### config.mk
export PLATFORM = sky130hd
export DESIGN_NAME = blkrd_ctrl
export DESIGN_NICKNAME = d
export VERILOG_FILES = /design/src/rtl/blkrd_pkg.sv /design/src/rtl/blkrd_len_check.sv /design/src/rtl/blkrd_timer.sv /design/src/rtl/blkrd_seq.sv /design/src/rtl/blkrd_ctrl.sv
export SDC_FILE = /design/constraint.sdc
export NUM_CORES = 1
export LEC_CHECK = 0
export BUFFER_PORTS_ARGS = -buffer_cell sky130_fd_sc_hd__buf_2
export CAP_MARGIN = 10
export CORE_MARGIN = 4
export CORE_UTILIZATION = 47
export DETAILED_ROUTE_END_ITERATION = 10
export PLACE_DENSITY = 0.81
export SLEW_MARGIN = 10
export SYNTH_ARGS = -nofsm -noshare
export SYNTH_HDL_FRONTEND = slang
export SYNTH_SLANG_ARGS = --single-unit
### constraint.sdc
create_clock -name clk -period 2.62 [get_ports clk]
set_input_delay 0.786 -clock clk [delete_from_list [all_inputs] [get_ports clk]]
set_output_delay 0.786 -clock clk [all_outputs]
set_load 0.1 [all_outputs]
### src/rtl/blkrd_pkg.sv
package blkrd_pkg;
  typedef enum logic [2:0] {
    ST_IDLE,
    ST_ADDR,
    ST_WAIT,
    ST_XFER,
    ST_GAP
  } blkrd_state_e;
endpackage

### src/rtl/blkrd_len_check.sv
module blkrd_len_check #(
  parameter int LEN_W       = 5,
  parameter int GROUP_WORDS = 4,
  parameter int MIN_WORDS   = 4,
  parameter int MAX_WORDS   = 16,
  parameter int GRP_W       = 3
) (
  input  logic [LEN_W-1:0] len,
  output logic             len_ok,
  output logic [GRP_W-1:0] len_groups
);
  logic in_range;
  logic aligned;

  assign in_range   = (len >= LEN_W'(MIN_WORDS)) && (len <= LEN_W'(MAX_WORDS));
  assign aligned    = (len % LEN_W'(GROUP_WORDS)) == '0;
  assign len_ok     = in_range && aligned;
  assign len_groups = GRP_W'(len / LEN_W'(GROUP_WORDS));
endmodule

### src/rtl/blkrd_timer.sv
module blkrd_timer #(
  parameter int CNT_W = 6
) (
  input  logic             clk,
  input  logic             rst_n,
  input  logic             load,
  input  logic [CNT_W-1:0] load_val,
  output logic             zero
);
  logic [CNT_W-1:0] cnt_q;

  always_ff @(posedge clk) begin
    if (!rst_n)          cnt_q <= '0;
    else if (load)       cnt_q <= load_val;
    else if (cnt_q != 0) cnt_q <= cnt_q - 1'b1;
  end

  assign zero = (cnt_q == '0);

  assert_timer_settles_R3: assert property (@(posedge clk) disable iff (!rst_n)
    (!load && !zero) |=> (zero || !$stable(cnt_q)))
    else $error("timer stalled");
endmodule

### src/rtl/blkrd_seq.sv
module blkrd_seq
  import blkrd_pkg::*;
#(
  parameter int ADDR_W      = 32,
  parameter int BUS_WORDS   = 2,
  parameter int GROUP_WORDS = 4,
  parameter int MAX_WORDS   = 16,
  parameter int LAT_CYC     = 40,
  parameter int IDLE_CYC    = 2,
  parameter int GRP_W       = 3
) (
  input  logic              clk,
  input  logic              rst_n,
  input  logic              start,
  input  logic [ADDR_W-1:0] start_addr,
  input  logic              len_ok,
  input  logic [GRP_W-1:0]  len_groups,
  output logic              busy,
  output logic              done,
  output logic              err,
  output logic              addr_vld,
  output logic [ADDR_W-1:0] bus_addr,
  output logic              beat,
  output logic [ADDR_W-1:0] beat_addr,
  output logic              beat_last
);
  localparam int BEATS  = GROUP_WORDS / BUS_WORDS;
  localparam int CMAX_A = (LAT_CYC > IDLE_CYC) ? LAT_CYC : IDLE_CYC;
  localparam int CMAX   = (CMAX_A > BEATS) ? CMAX_A : BEATS;
  localparam int CNT_W  = $clog2(CMAX + 1);
  localparam int OFS_W  = $clog2(MAX_WORDS + 1);

  blkrd_state_e      state_q, state_d;
  logic [ADDR_W-1:0] base_q;
  logic [OFS_W-1:0]  ofs_q;
  logic [GRP_W-1:0]  grp_q;
  logic              err_q;
  logic              tm_load;
  logic [CNT_W-1:0]  tm_val;
  logic              tm_zero;
  logic              accept;
  logic              last_grp;

  blkrd_timer #(.CNT_W(CNT_W)) u_timer (
    .clk      (clk),
    .rst_n    (rst_n),
    .load     (tm_load),
    .load_val (tm_val),
    .zero     (tm_zero)
  );

  assign accept   = (state_q == ST_IDLE) && start && len_ok;
  assign last_grp = (grp_q == GRP_W'(1));

  always_comb begin
    state_d = state_q;
    tm_load = 1'b0;
    tm_val  = '0;
    case (state_q)
      ST_IDLE: if (accept) state_d = ST_ADDR;
      ST_ADDR: begin
        state_d = ST_WAIT;
        tm_load = 1'b1;
        tm_val  = CNT_W'(LAT_CYC - 1);
      end
      ST_WAIT: if (tm_zero) begin
        state_d = ST_XFER;
        tm_load = 1'b1;
        tm_val  = CNT_W'(BEATS - 1);
      end
      ST_XFER: if (tm_zero) begin
        state_d = ST_GAP;
        tm_load = 1'b1;
        tm_val  = CNT_W'(IDLE_CYC - 1);
      end
      ST_GAP: if (tm_zero) begin
        if (last_grp) begin
          state_d = ST_IDLE;
        end else begin
          state_d = ST_XFER;
          tm_load = 1'b1;
          tm_val  = CNT_W'(BEATS - 1);
        end
      end
      default: state_d = ST_IDLE;
    endcase
  end

  always_ff @(posedge clk) begin
    if (!rst_n) begin
      state_q <= ST_IDLE;
      base_q  <= '0;
      ofs_q   <= '0;
      grp_q   <= '0;
      err_q   <= 1'b0;
    end else begin
      state_q <= state_d;
      err_q   <= (state_q == ST_IDLE) && start && !len_ok;
      if (accept) begin
        base_q <= start_addr;
        grp_q  <= len_groups;
      end
      if (state_q == ST_ADDR) ofs_q <= '0;
      else if (state_q == ST_XFER) ofs_q <= ofs_q + OFS_W'(BUS_WORDS);
      if ((state_q == ST_GAP) && tm_zero && !last_grp) grp_q <= grp_q - 1'b1;
    end
  end

  assign busy      = (state_q != ST_IDLE);
  assign err       = err_q;
  assign addr_vld  = (state_q == ST_ADDR);
  assign bus_addr  = base_q;
  assign beat      = (state_q == ST_XFER);
  assign beat_addr = base_q + ADDR_W'(ofs_q);
  assign beat_last = beat && tm_zero && last_grp;
  assign done      = (state_q == ST_GAP) && tm_zero && last_grp;

  assert_addr_one_cycle_R2: assert property (@(posedge clk) disable iff (!rst_n)
    addr_vld |=> !addr_vld)
    else $error("address strobe longer than one cycle");

  assert_beat_pair_R4: assert property (@(posedge clk) disable iff (!rst_n)
    $rose(beat) |=> (beat && (beat_addr == $past(beat_addr) + ADDR_W'(BUS_WORDS))))
    else $error("group beats not paired or not ascending");

  assert_gap_two_R5: assert property (@(posedge clk) disable iff (!rst_n)
    $fell(beat) |=> !beat)
    else $error("idle gap shorter than two cycles");

  assert_done_pulse_R6: assert property (@(posedge clk) disable iff (!rst_n)
    done |=> !done)
    else $error("done longer than one cycle");

  assert_ignore_busy_R7: assert property (@(posedge clk) disable iff (!rst_n)
    (busy && !done) |=> !addr_vld)
    else $error("address cycle while busy");

  assert_err_quiet_R8: assert property (@(posedge clk) disable iff (!rst_n)
    err |-> (!busy && !addr_vld && !beat))
    else $error("bus activity with error");

  assert_busy_after_done_R10: assert property (@(posedge clk) disable iff (!rst_n)
    done |=> !busy)
    else $error("busy after done");
endmodule

### src/rtl/blkrd_ctrl.sv
module blkrd_ctrl #(
  parameter int ADDR_W      = 32,
  parameter int WORD_W      = 32,
  parameter int LEN_W       = 5,
  parameter int GROUP_WORDS = 4,
  parameter int MIN_WORDS   = 4,
  parameter int MAX_WORDS   = 16,
  parameter int LAT_CYC     = 40,
  parameter int IDLE_CYC    = 2
) (
  input  logic                clk,
  input  logic                rst_n,
  input  logic                start,
  input  logic [ADDR_W-1:0]   start_addr,
  input  logic [LEN_W-1:0]    start_len,
  output logic                busy,
  output logic                done,
  output logic                err,
  output logic                bus_addr_vld,
  output logic [ADDR_W-1:0]   bus_addr,
  output logic                bus_beat,
  output logic [ADDR_W-1:0]   bus_beat_addr,
  input  logic [2*WORD_W-1:0] bus_rdata,
  output logic                out_valid,
  output logic [2*WORD_W-1:0] out_data,
  output logic                out_last
);
  localparam int BUS_WORDS  = 2;
  localparam int MAX_GROUPS = MAX_WORDS / GROUP_WORDS;
  localparam int GRP_W      = $clog2(MAX_GROUPS + 1);

  logic             len_ok;
  logic [GRP_W-1:0] len_groups;
  logic             beat_last;

  blkrd_len_check #(
    .LEN_W(LEN_W), .GROUP_WORDS(GROUP_WORDS), .MIN_WORDS(MIN_WORDS),
    .MAX_WORDS(MAX_WORDS), .GRP_W(GRP_W)
  ) u_len (
    .len        (start_len),
    .len_ok     (len_ok),
    .len_groups (len_groups)
  );

  blkrd_seq #(
    .ADDR_W(ADDR_W), .BUS_WORDS(BUS_WORDS), .GROUP_WORDS(GROUP_WORDS),
    .MAX_WORDS(MAX_WORDS), .LAT_CYC(LAT_CYC), .IDLE_CYC(IDLE_CYC), .GRP_W(GRP_W)
  ) u_seq (
    .clk        (clk),
    .rst_n      (rst_n),
    .start      (start),
    .start_addr (start_addr),
    .len_ok     (len_ok),
    .len_groups (len_groups),
    .busy       (busy),
    .done       (done),
    .err        (err),
    .addr_vld   (bus_addr_vld),
    .bus_addr   (bus_addr),
    .beat       (bus_beat),
    .beat_addr  (bus_beat_addr),
    .beat_last  (beat_last)
  );

  always_ff @(posedge clk) begin
    if (!rst_n) begin
      out_valid <= 1'b0;
      out_last  <= 1'b0;
      out_data  <= '0;
    end else begin
      out_valid <= bus_beat;
      out_last  <= beat_last;
      if (bus_beat) out_data <= bus_rdata;
    end
  end

  assert_done_quiet_R6: assert property (@(posedge clk) disable iff (!rst_n)
    done |-> (!bus_beat && !bus_addr_vld))
    else $error("bus activity on done cycle");

  assert_last_single_R9: assert property (@(posedge clk) disable iff (!rst_n)
    out_last |-> (out_valid && !bus_beat))
    else $error("last flag without final beat");
endmodule

==> flow_summary.yaml <==
worst_setup_path:
  critPathArrivalTime_ps: 2660
  cp_slowest_cell: "dfxtp_4"
  critPathKind: "register to output pin"
  cp-start-kind: "register"
  critPathMaxStageDelay_ps: 360
  path_cells: "ha_4, buf_6, nand3_2, o211ai_1, buf_4, clkbuf_16, nand4_1, xnor2_4, buf_12"
  critPathMaxFanout: 4
  worst_setup_path_end_kind: "output pin"
  required_ps: 1830
clock_tree:
  cts_tree: "built"
  path_clk_slew_ps: 60
  ctsRootBufferMaster: "clkbuf_8"
  clockBufferDepth: 2
  cts_max_level: 4
  clock_sinks: 115
  cts-buffers-inserted: 17
  clock_latency_ps: 520
floorplanning:
  ios: 239
  core_area_mm2: 0.0104
  rows: 37
  die_x_um: 112
  start_util_pct: 48.6
  chipHeight_um: 112
  dieArea_mm2: 0.0124
route:
  first_pass_iters: 6
  drc_errors: 0
  ant_nets: 0
  wl_per_cell_um: 18.7
  routed_wl_um: 19900
  vias: 5850
  drt_iter0_drc: 424
  viasPerCell: 5.51
layout:
  fillerInstances: 583
  area_growth_syn_to_layout_pct: 73.2
  fin_nets: 1026
  fin_cells: 1062
  finalCoreUtilization_pct: 84.1
  antenna_cells: 0
  drive_gt1_share_pct: 47.9
  stdcell_area_mm2: 0.00872
timing:
  max-slew-margin-rel_pct: 50.0
  finalHoldViolCount: 0
  worstMarginPinSlew_ps: 748
  rsz0062_at_grt: "true"
  fin_crit_ps: 3450
  finalCritPeriodShare_pct: 132
  setup_ws_ps: -829
  fin_skew_ps: 7.43
  setup_violations: 29
  fmax_mhz: 290
  slew_viol_final: 0
logic_synthesis:
  synthFlopType: "dfxtp_1"
  synth_top_family_by_area: "simple AND/OR/NAND/NOR gates"
  synthDistinctLibCells: 49
  syn_area_mm2: 0.00503
  syn_area_per_cell_um2: 7.95
  yosysWarnings: 0
  synthAdderAreaFrac_pct: 2.39
  async_flop_share_pct: 0
  synth-simple-area-share_pct: 26.7
  synthMuxAreaShare_pct: 0.199
  synth-compound-area-share_pct: 13.9
  syn_inst: 633
  synth_xor_area_share_pct: 5.57
  seq_area_frac_synth_pct: 45.7
  synth_edf_count: 0
  synth_fp_nets: 746
  ys_ff_latch: 115
pwr:
  total_power_w: 0.00568
  irDropWorstVdd_mv: 0.502
  p_leak_nw: 3.82
  power_density_mw_per_mm2: 652
placement:
  port_buffers: 238
  placed_area_mm2: 0.00773
  hpwlAfterDp_um: 12600
  place_inst: 1008
  gp_congestion: 0.870
global_route:
  antenna_found_initial: 0
  grt_overflow_total: 0
  grt_use_total_pct: 30.2
  grt_pass1_wl_um: 30200
  grt_pass1_vias: 5882
  grt_max_degree: 68
min_path:
  hp-class: "register to register"
status:
  violations: "setup timing"
  status: "complete, but fails checks"
job:
  maxCapViolations: 0
cell usage after synthesis, types with 4 or more instances:
cell      count  share of area, %
inv_1        11              0.82
and4_1        7               1.2
nor3_1        8              0.80
xor2_1        8               1.4
xnor2_1      24               4.2
buf_6         6               1.3
nand2_1     209                16
buf_4         4              0.60
o21ai_0       5              0.50
clkbuf_1     19               1.4
buf_2        13               1.3
and3_1        6              0.75
nor2_1       15               1.1
dfxtp_1     115                46
nand4_1      15               1.9
nand3_1      13               1.3
nand2b_1      4              0.50
ha_1          8               2.0
a21oi_1     101                10
routing by layer:
| layer | vias to the layer above | share of wire, % | GRT usage, % |
|---|---|---|---|
| met4 | 0 | 3.3 | 12.7 |
| met2 | 361 | 53 | 54.8 |
| met1 | 2742 | 36 | 33.2 |
| met5 | - | 0 | 0 |
| li1 | 2683 | - | - |
| met3 | 64 | 8.5 | 7.88 |
state kept, by name, summed over array words and instances (netlist names):
register / count
u_seq.bus_addr: 32
out_last: 1
u_seq.err: 1
out_valid: 1
u_seq.grp_q: 3
u_seq.u_timer.cnt_q: 6
u_seq.state_q: 3
u_seq.ofs_q: 4
out_data: 64
cell usage in the layout (no fill, tap or decap), types with 3 or more instances in the layout:
cell       count
o21ai_0        3
dfxtp_4       23
ha_1           3
buf_12        33
nor3_1         6
inv_4          4
a21oi_1      100
xor2_4         4
clkbuf_8       4
clkinv_2       3
xnor2_4       23
buf_2        206
nand4_1       15
buf_4         49
buf_6         13
dfxtp_1       80
nand2b_1       4
nand2_1      205
nand3_1        3
a31oi_1        3
dfxtp_2       12
clkbuf_16     17
and4_1         5
nand3_4        9
xor2_1         3
nor2_1        13
inv_1          8
and3_1         6
ha_4           5
critical path: cells and delay by family, from the launching register on:
kind	cells	cell delay (ps)
flops	1	360
fa+ha+maj	1	280
xor+xnor	1	330
simple gates	2	370
buf+inv	4	600
compound gates	1	190
timing repair:
item,4_1_cts,5_1_grt
hold buffers,0,0
buffers inserted,13,10
pin swaps,23,11
endpoints found under the setup margin,33,31
cloned,1,0
resized for setup,46,20
metrics by stage:
| step | setup WS (ps) | hold WS (ps) | setup TNS (ps) |
|---|---|---|---|
| detailed placement | -600 | 443 | -6800 |
| CTS | -687 | 451 | -16150 |
| finish | -829 | 450 | -18710 |
| global route | -873 | 473 | -21020 |
| global placement | -434 | 439 | -4600 |
| floorplan | -517 | 483 | -9730 |
where the power goes:
group          switching (W)  internal (W)  leakage, nW
Clock               0.000845       0.00133        0.276
Combinational        0.00105      0.000474         2.59
Sequential          0.000136       0.00184        0.953
final cells by class:
type                       instances  area (um^2)  share of cell area (%)
clock buffer                      21          459                    5.27
inverter                          12         48.8                   0.560
clock inverter                    11          100                    1.15
timing repair buffer             303         2250                    25.8
sequential                       115         2400                    27.6
multi-input combinational        464         3290                    37.8
tap                              136          170                    1.95
logic make-up (layout without fill, tap and decap cells):
| group | Yosys count | after routing |
|---|---|---|
| simple gates | 296 | 296 |
| compound gates | 126 | 126 |
| flops | 115 | 115 |
| buf+inv | 54 | 347 |
| xor+xnor | 32 | 32 |
| fa+ha+maj | 9 | 9 |
| mux | 1 | 1 |
path summary, 6_finish.rpt:
path / slack [ps] / to / from / cells past startpoint
worst max-delay path: -830 / bus_beat_addr[12] / u_seq.bus_addr[3] / 9
worst min register to register: 450 / out_data[47] / out_data[47] / 2
worst min-delay path: 450 / out_data[47] / out_data[47] / 2
worst max register to register: 650 / u_seq.bus_addr[10] / u_seq.state_q[2] / 6
Note: power is estimated with default switching activity, not from simulation.
